`config.mk`:
```
export PLATFORM = sky130hd
export DESIGN_NAME = scl_clk_gen
export DESIGN_NICKNAME = d
export VERILOG_FILES = /design/src/rtl/scl_div_pkg.sv /design/src/rtl/scl_cfg_reg.sv /design/src/rtl/scl_prescaler.sv /design/src/rtl/scl_phase_ctr.sv /design/src/rtl/scl_clk_gen.sv
export SDC_FILE = /design/constraint.sdc
export NUM_CORES = 1
export LEC_CHECK = 0
export ABC_AREA = 1
export CORE_MARGIN = 2
export CORE_UTILIZATION = 40
export DETAILED_ROUTE_END_ITERATION = 12
export DONT_BUFFER_PORTS = 1
export GPL_TIMING_DRIVEN = 0
export SLEW_MARGIN = 15
export SYNTH_ARGS = -nofsm -noshare
export SYNTH_HDL_FRONTEND = slang
export SYNTH_SLANG_ARGS = --single-unit
```
`constraint.sdc`:
```
create_clock -name clk -period 3.51 [get_ports clk]
set_input_delay 0.351 -clock clk [delete_from_list [all_inputs] [get_ports clk]]
set_output_delay 0.351 -clock clk [all_outputs]
set_load 0.05 [all_outputs]
```
`src/rtl/scl_div_pkg.sv`:
```
package scl_div_pkg;

    localparam int GEAR_W     = 6;
    localparam int PDIV_MAX_W = 3;
    localparam int LAT_MAX_W  = 5;
    localparam int BASE_TICKS = 20;
    localparam int GEAR_SHIFT = 3;   // 8 ticks per gear step
    localparam int MAX_TICKS  = BASE_TICKS + ((2**GEAR_W - 1) << GEAR_SHIFT) + (2**LAT_MAX_W - 1);
    localparam int CNT_W      = $clog2(MAX_TICKS + 1);

    typedef enum logic [1:0] {
        PH_IDLE = 2'd0,
        PH_LOW  = 2'd1,
        PH_HIGH = 2'd2
    } scl_phase_e;

    typedef struct packed {
        logic [GEAR_W-1:0]     gear;
        logic [PDIV_MAX_W-1:0] pdiv;
        logic [LAT_MAX_W-1:0]  lat;
    } scl_cfg_t;

    typedef struct packed {
        logic [CNT_W-1:0] low_len;
        logic [CNT_W-1:0] high_len;
    } scl_split_t;

    function automatic logic [CNT_W-1:0] period_ticks(input scl_cfg_t c);
        return CNT_W'(BASE_TICKS) + (CNT_W'(c.gear) << GEAR_SHIFT) + CNT_W'(c.lat);
    endfunction

    function automatic scl_split_t split_period(input scl_cfg_t c);
        scl_split_t s;
        logic [CNT_W-1:0] n;
        n          = period_ticks(c);
        s.low_len  = n >> 1;
        s.high_len = n - (n >> 1);
        return s;
    endfunction

endpackage

```
`src/rtl/scl_cfg_reg.sv`:
```
module scl_cfg_reg
    import scl_div_pkg::*;
#(
    parameter int PDIV_W = 3,
    parameter int LAT_W  = 4
) (
    input  logic                     clk,
    input  logic                     rst,
    input  logic                     wr_i,
    input  logic [GEAR_W+PDIV_W-1:0] word_i,
    input  logic [LAT_W-1:0]         lat_i,
    input  logic                     load_i,
    output scl_cfg_t                 act_o
);

    logic [PDIV_MAX_W-1:0] pdiv_dec;
    logic [GEAR_W-1:0]     gear_dec;

    assign gear_dec = word_i[PDIV_W +: GEAR_W];

    generate
        if (PDIV_W < PDIV_MAX_W) begin : g_narrow
            assign pdiv_dec = {{(PDIV_MAX_W-PDIV_W){1'b0}}, word_i[PDIV_W-1:0]};
        end else begin : g_wide
            assign pdiv_dec = word_i[PDIV_MAX_W-1:0];
        end
    endgenerate

    scl_cfg_t pend_q;
    logic     pend_v_q;
    scl_cfg_t act_q;

    always_ff @(posedge clk) begin
        if (rst) begin
            pend_q   <= '0;
            pend_v_q <= 1'b0;
            act_q    <= '0;
        end else begin
            if (wr_i) begin
                pend_q.gear <= gear_dec;
                pend_q.pdiv <= pdiv_dec;
                pend_q.lat  <= '0;
            end
            if (load_i) begin
                if (pend_v_q) begin
                    act_q.gear <= pend_q.gear;
                    act_q.pdiv <= pend_q.pdiv;
                end
                act_q.lat <= LAT_MAX_W'(lat_i);
                pend_v_q  <= wr_i;
            end else if (wr_i) begin
                pend_v_q <= 1'b1;
            end
        end
    end

    assign act_o = act_q;

    // active settings move only on a period boundary
    a_r8_hold_between_bounds: assert property (@(posedge clk) disable iff (rst)
        !load_i |=> $stable(act_q));

endmodule

```
`src/rtl/scl_prescaler.sv`:
```
module scl_prescaler
    import scl_div_pkg::*;
(
    input  logic                  clk,
    input  logic                  rst,
    input  logic                  clr_i,
    input  logic                  en_i,
    input  logic [PDIV_MAX_W-1:0] div_i,
    output logic                  tick_o
);

    logic [PDIV_MAX_W-1:0] pcnt_q;

    assign tick_o = en_i && (pcnt_q == div_i);

    always_ff @(posedge clk) begin
        if (rst || clr_i) begin
            pcnt_q <= '0;
        end else if (tick_o) begin
            pcnt_q <= '0;
        end else if (en_i) begin
            pcnt_q <= pcnt_q + 1'b1;
        end
    end

    // count never passes the programmed divide value
    a_r3_count_in_range: assert property (@(posedge clk) disable iff (rst)
        pcnt_q <= div_i);

    // with a divide above zero two ticks are never adjacent
    a_r3_tick_gap: assert property (@(posedge clk) disable iff (rst)
        (tick_o && div_i != '0) |=> (!tick_o || div_i == '0));

endmodule

```
`src/rtl/scl_phase_ctr.sv`:
```
module scl_phase_ctr
    import scl_div_pkg::*;
(
    input  logic             clk,
    input  logic             rst,
    input  logic             run_i,
    input  logic             tick_i,
    input  logic             sense_i,
    input  scl_split_t       split_i,
    output scl_phase_e       phase_o,
    output logic             load_o,
    output logic             presc_en_o,
    output logic             presc_clr_o,
    output logic             fall_o,
    output logic             rise_o
);

    scl_phase_e       phase_q;
    logic [CNT_W-1:0] cnt_q;
    logic             fall_q;
    logic             rise_q;
    logic             low_end;
    logic             high_end;

    assign low_end  = (phase_q == PH_LOW)  && tick_i && (cnt_q == split_i.low_len - 1'b1);
    assign high_end = (phase_q == PH_HIGH) && tick_i && (cnt_q == split_i.high_len - 1'b1);

    assign load_o      = run_i && ((phase_q == PH_IDLE) || high_end);
    assign presc_clr_o = (phase_q == PH_IDLE);
    assign presc_en_o  = (phase_q == PH_LOW) || ((phase_q == PH_HIGH) && sense_i);

    always_ff @(posedge clk) begin
        if (rst) begin
            phase_q <= PH_IDLE;
            cnt_q   <= '0;
            fall_q  <= 1'b0;
            rise_q  <= 1'b0;
        end else begin
            fall_q <= load_o;
            rise_q <= run_i && low_end;
            if (!run_i) begin
                phase_q <= PH_IDLE;
                cnt_q   <= '0;
            end else begin
                unique case (phase_q)
                    PH_IDLE: begin
                        phase_q <= PH_LOW;
                        cnt_q   <= '0;
                    end
                    PH_LOW: begin
                        if (low_end) begin
                            phase_q <= PH_HIGH;
                            cnt_q   <= '0;
                        end else if (tick_i) begin
                            cnt_q <= cnt_q + 1'b1;
                        end
                    end
                    PH_HIGH: begin
                        if (high_end) begin
                            phase_q <= PH_LOW;
                            cnt_q   <= '0;
                        end else if (tick_i) begin
                            cnt_q <= cnt_q + 1'b1;
                        end
                    end
                    default: begin
                        phase_q <= PH_IDLE;
                        cnt_q   <= '0;
                    end
                endcase
            end
        end
    end

    assign phase_o = phase_q;
    assign fall_o  = fall_q;
    assign rise_o  = rise_q;

    // counters stay inside the half they belong to
    a_r4_low_range: assert property (@(posedge clk) disable iff (rst)
        (phase_q == PH_LOW) |-> (cnt_q < split_i.low_len));
    a_r4_high_range: assert property (@(posedge clk) disable iff (rst)
        (phase_q == PH_HIGH) |-> (cnt_q < split_i.high_len));

    // a held-low line freezes the high-phase count
    a_r6_stretch_hold: assert property (@(posedge clk) disable iff (rst)
        (phase_q == PH_HIGH && !sense_i && run_i) |=> ($stable(cnt_q) && phase_q == PH_HIGH));

    // dropping run returns to idle in one cycle
    a_r9_idle_on_stop: assert property (@(posedge clk) disable iff (rst)
        !run_i |=> (phase_q == PH_IDLE));

endmodule

```
`src/rtl/scl_clk_gen.sv`:
```
module scl_clk_gen
    import scl_div_pkg::*;
#(
    parameter bit WIDE_PREDIV = 1'b1,
    parameter int LAT_W       = 4,
    localparam int PDIV_W     = WIDE_PREDIV ? 3 : 2,
    localparam int WORD_W     = GEAR_W + PDIV_W
) (
    input  logic              clk,
    input  logic              rst,
    input  logic              run_i,
    input  logic              cfg_wr_i,
    input  logic [WORD_W-1:0] cfg_word_i,
    input  logic [LAT_W-1:0]  lat_i,
    input  logic              scl_sense_i,
    output logic              scl_low_o,
    output logic              fall_stb_o,
    output logic              rise_stb_o,
    output logic              ick_tick_o
);

    scl_cfg_t   act_cfg;
    scl_split_t split;
    scl_phase_e phase;
    logic       load;
    logic       presc_en;
    logic       presc_clr;
    logic       tick;

    assign split = split_period(act_cfg);

    scl_cfg_reg #(
        .PDIV_W (PDIV_W),
        .LAT_W  (LAT_W)
    ) u_cfg (
        .clk    (clk),
        .rst    (rst),
        .wr_i   (cfg_wr_i),
        .word_i (cfg_word_i),
        .lat_i  (lat_i),
        .load_i (load),
        .act_o  (act_cfg)
    );

    scl_prescaler u_presc (
        .clk    (clk),
        .rst    (rst),
        .clr_i  (presc_clr),
        .en_i   (presc_en),
        .div_i  (act_cfg.pdiv),
        .tick_o (tick)
    );

    scl_phase_ctr u_phase (
        .clk         (clk),
        .rst         (rst),
        .run_i       (run_i),
        .tick_i      (tick),
        .sense_i     (scl_sense_i),
        .split_i     (split),
        .phase_o     (phase),
        .load_o      (load),
        .presc_en_o  (presc_en),
        .presc_clr_o (presc_clr),
        .fall_o      (fall_stb_o),
        .rise_o      (rise_stb_o)
    );

    assign scl_low_o  = (phase == PH_LOW);
    assign ick_tick_o = tick;

    // the two edge strobes never coincide
    a_r5_strobes_exclusive: assert property (@(posedge clk) disable iff (rst)
        $onehot0({fall_stb_o, rise_stb_o}));

    // a fall strobe always marks a cycle where SCL is driven low
    a_r5_fall_in_low: assert property (@(posedge clk) disable iff (rst)
        fall_stb_o |-> scl_low_o);

    // a rise strobe always marks a released cycle
    a_r5_rise_in_high: assert property (@(posedge clk) disable iff (rst)
        rise_stb_o |-> !scl_low_o);

endmodule

```
==> key figures <==
Worst setup path
  • Critical path's most frequent cell: nand2_1
  • Kind of critical path: register to register
  • Critical Path Source Type: register
  • Required time of the critical path: 3.75 ns
  • Beginning of the worst register-to-register path: u_cfg.act_o[2]
  • Critical path data arrival time: 3.54 ns
  • Setup crit end kind: register
  • Max stage delay on crit path: 0.43 ns
  • Cell-by-cell trace of the critical path: inv_1, fa_2, nand2_2, nand3_1, nand2_4, inv_4, ha_4, nor2_2, a211oi_1, nand2_1, nand3_1, nand2_1, nor2_1, nand2_1, nor2_2, nand3_2, nand2_2, buf_8, nand3_2, nand2_1, inv_1, nor2_1
  • Worst Path Max Fanout: 11
  • Cell type of the slowest stage on the worst timing path: fa_2
  • Number of cells on the worst reg-to-reg path: 22
  • Register-to-register path setup slack: 0.21 ns
  • Critical R2R Capture: u_cfg.act_o[7]

Final layout
  • Final instance count without filler cells: 569
  • Area overhead of the layout relative to synthesis: 14.30%
  • Final core utilization: 47.28%
  • Register area: 808.3 sq um
  • Final cell area excluding filler cells: 3430 sq um
  • Number of nets in the layout: 514
  • Area of the multi-input gates: 2017 sq um
  • FILL cells: 778
  • Diode count: 0
  • Fraction of layout cells with a size suffix above 1: 13.19%

Synth
  • Share of the synthesized area in the top cell type: 26.69%
  • Largest area contributor in the synthesized netlist: dfxtp_1
  • Flop and latch count out of synthesis: 40
  • Average size of a mapped cell: 6.638 sq um
  • Portion of the post-synthesis area used by sequential elements: 26.69%
  • Cells after Synth: 452
  • Proportion of synthesized flip-flops having asynchronous set or reset: 0%
  • Mapped Nets: 496
  • Number of warnings issued by yosys: 0
  • Number of distinct library cells after synthesis: 32
  • Most common flop cell mapped by yosys: dfxtp_1
  • Number of synthesized flops with an enable pin: 0
  • Post-synthesis cell area: 3000 sq um
  • Cell types with the largest area share after synthesis: dfxtp_1, nand2_1, ha_1

Power
  • Power density of the placed cells: 386.9 nW/um^2
  • Design Power: 1.327 mW
  • Leakage power of the design: 1.539 nW
  • Worst-case vdd ir drop: 229.9 uV

Die
  • Die boundary height: 90.61 um
  • I/O pin count: 22
  • Standard cell core area: 7253 sq um
  • Row count: 31
  • Initial standard-cell utilization of the core: 41.37%
  • Die Wd: 90.61 um
  • Die footprint: 8209 sq um

Placed design
  • Placer Congestion: 0.8187
  • PortBufs: 0
  • Total cell area at the placement stage: 3124 sq um
  • Number of instances in the placed design: 551
  • Dpl hpwl: 5130 um
  • Worst setup slack after placement: -0.5435 ns

STA
  • Setup repair after global routing missed its margin: true
  • Setup ws final: 0.2133 ns
  • Final Hold Viols: 0
  • Worst-Margin Slew: 0.6022 ns
  • Worst setup skew after layout: 0.003013 ns
  • Final Critical Period: 3.297 ns
  • Final critical-path share of the clock period: 93.92%
  • Worst-case headroom to the max-slew limit: 59.85%
  • Finish-stage setup viols: 0
  • Number of slew-limit violations in the final report: 0
  • Timing-limited maximum frequency: 0.3033 GHz

Clock network
  • Clk pin slew, worst setup/hold paths: 0.08 ns
  • Number of CTS-inserted buffers: 5
  • Buffer depth of the longest clock path: 2
  • Number of sinks driven by the clock tree: 40
  • TritonCTS clock tree: yes
  • Quantity of hold-fixing buffers added after cts: 0
  • CTS Root Cell: clkbuf_8
  • Latest clock arrival within the worst-skew pair: 0.30 ns
  • CTS H-tree depth: 2

Hold path
  • Hold Crit Depth: 1
  • Worst hold path type: primary input to register
  • Endpoint, Worst Hold: u_cfg.pend_v_q
  • Startpoint of the most critical hold path: rst

Route
  • Post-DRT Antenna Nets: 0
  • First-pass iteration count of the detailed router: 4
  • Post-detailed-routing wire length: 6587 um
  • Total number of vias: 2697
  • Avg Vias per Cell: 4.740
  • Count of unresolved DRC violations after routing: 0
  • DR iter-0 viols: 57
  • Routed length per placed instance: 11.58 um

Run
  • Reported max-cap violation count: 0

Run status
  • Outcome: completed

Global route
  • Via count of the first global-routing pass: 2457
  • Largest net degree at the start of global routing: 13
  • Wire length of the first global-routing pass: 11000 um
  • Global-route total usage across every layer: 16.26%
  • Antenna violations before repair: 0
  • Global route overflow: 0
## layout make-up
cell class	count	area share [%]
clock buffer	5	2.007
timing repair buffer	10	2.298
inverter	75	8.318
sequential	40	23.57
multi-input combinational	332	58.81
buffer	6	1.022
tap	99	3.612
clock inverter	2	0.3648
## power by group
part	internal (mW)	switching (mW)	total (mW)
Combinational	0.211	0.314	0.525
Sequential	0.475	0.0208	0.496
Clock	0.135	0.171	0.306
## how the worst max path moves through the flow
stage,cells past startpoint,to,startpoint
5_1_grt,23,u_cfg.act_o[9],u_cfg.act_o[2]
3_5_place_dp,20,u_cfg.act_o[0],u_cfg.act_o[2]
4_1_cts,23,u_cfg.act_o[6],u_cfg.act_o[3]
6_report,22,u_cfg.act_o[7],u_cfg.act_o[2]
2_1_floorplan,22,u_cfg.act_o[12],u_cfg.act_o[2]
3_3_place_gp,15,u_phase.cnt_q[0],u_cfg.act_o[2]
## cell usage after synthesis, types with 7 or more instances
cell and instances:
nand2_1 103, inv_1 70, nor2_1 56, dfxtp_1 40, nand3_1 29, ha_1 24
a21oi_1 22, xor2_1 22, o21ai_0 18, nand4_1 17, nand2_2 10, xnor2_1 7
## timing repair
item | CTS | global route
cloned | 0 | 1
endpoints found under the setup margin | 28 | 27
setup buffers | 0 | 10
pin swaps | 0 | 4
resized for setup | 7 | 26
## metal layers
layer  global-route usage (%)  wire, um  vias to the layer above
met4                    3.846        76                        0
met3                    2.254       226                        9
met1                    19.96      3007                     1190
li1                         -         -                     1459
met5                        0         0                        -
met2                    29.85      3277                       39
## logic make-up (layout without fill, tap and decap cells)
family / after synthesis / after routing / synth area share, %
AND/OR/NAND/NOR: 229 / 230 / 34.53
buffers and inverters: 81 / 98 / 10.47
AO/OA/AOI/OAI: 46 / 46 / 8.174
flip-flops: 40 / 40 / 26.69
XOR/XNOR: 29 / 29 / 8.465
adder cells (fa/ha/maj): 26 / 26 / 11.34
multiplexers: 1 / 1 / 0.3336
## cell usage in the layout (no fill, tap or decap), drive strengths merged, types with 7 or more instances in the layout
master	netlist	layout
dfxtp	40	40
nand3	34	35
nand2	115	115
clkbuf	2	7
nor2	58	58
o21ai	18	18
xnor2	7	7
xor2	22	22
buf	4	14
ha	24	24
nand4	17	17
inv	74	74
a21oi	22	22
## metrics by stage
step,hold WS [ns],TNS [ns]
2_1_floorplan,0.4201,0
3_3_place_gp,0.4219,-13.27
3_5_place_dp,0.4235,-13.68
4_1_cts,0.09877,0
5_1_grt,0.09984,-0.2271
6_report,0.1077,0
## critical path, delay by kind of cell (launching register included)
family	cells	cell delay (ns)
buf+inv	4	0.34
flops	1	0.37
fa+ha+maj	2	0.72
simple gates	15	1.55
compound gates	1	0.24
## state kept, by name (all words and copies together) (netlist names)
signal	flops
u_phase.phase_o	2
u_phase.rise_o	1
u_presc.pcnt_q	3
u_phase.fall_o	1
u_cfg.act_o	13
u_phase.cnt_q	10
u_cfg.pend_v_q	1
u_cfg.pend_q	9
Note: power is estimated with default switching activity, not from simulation.
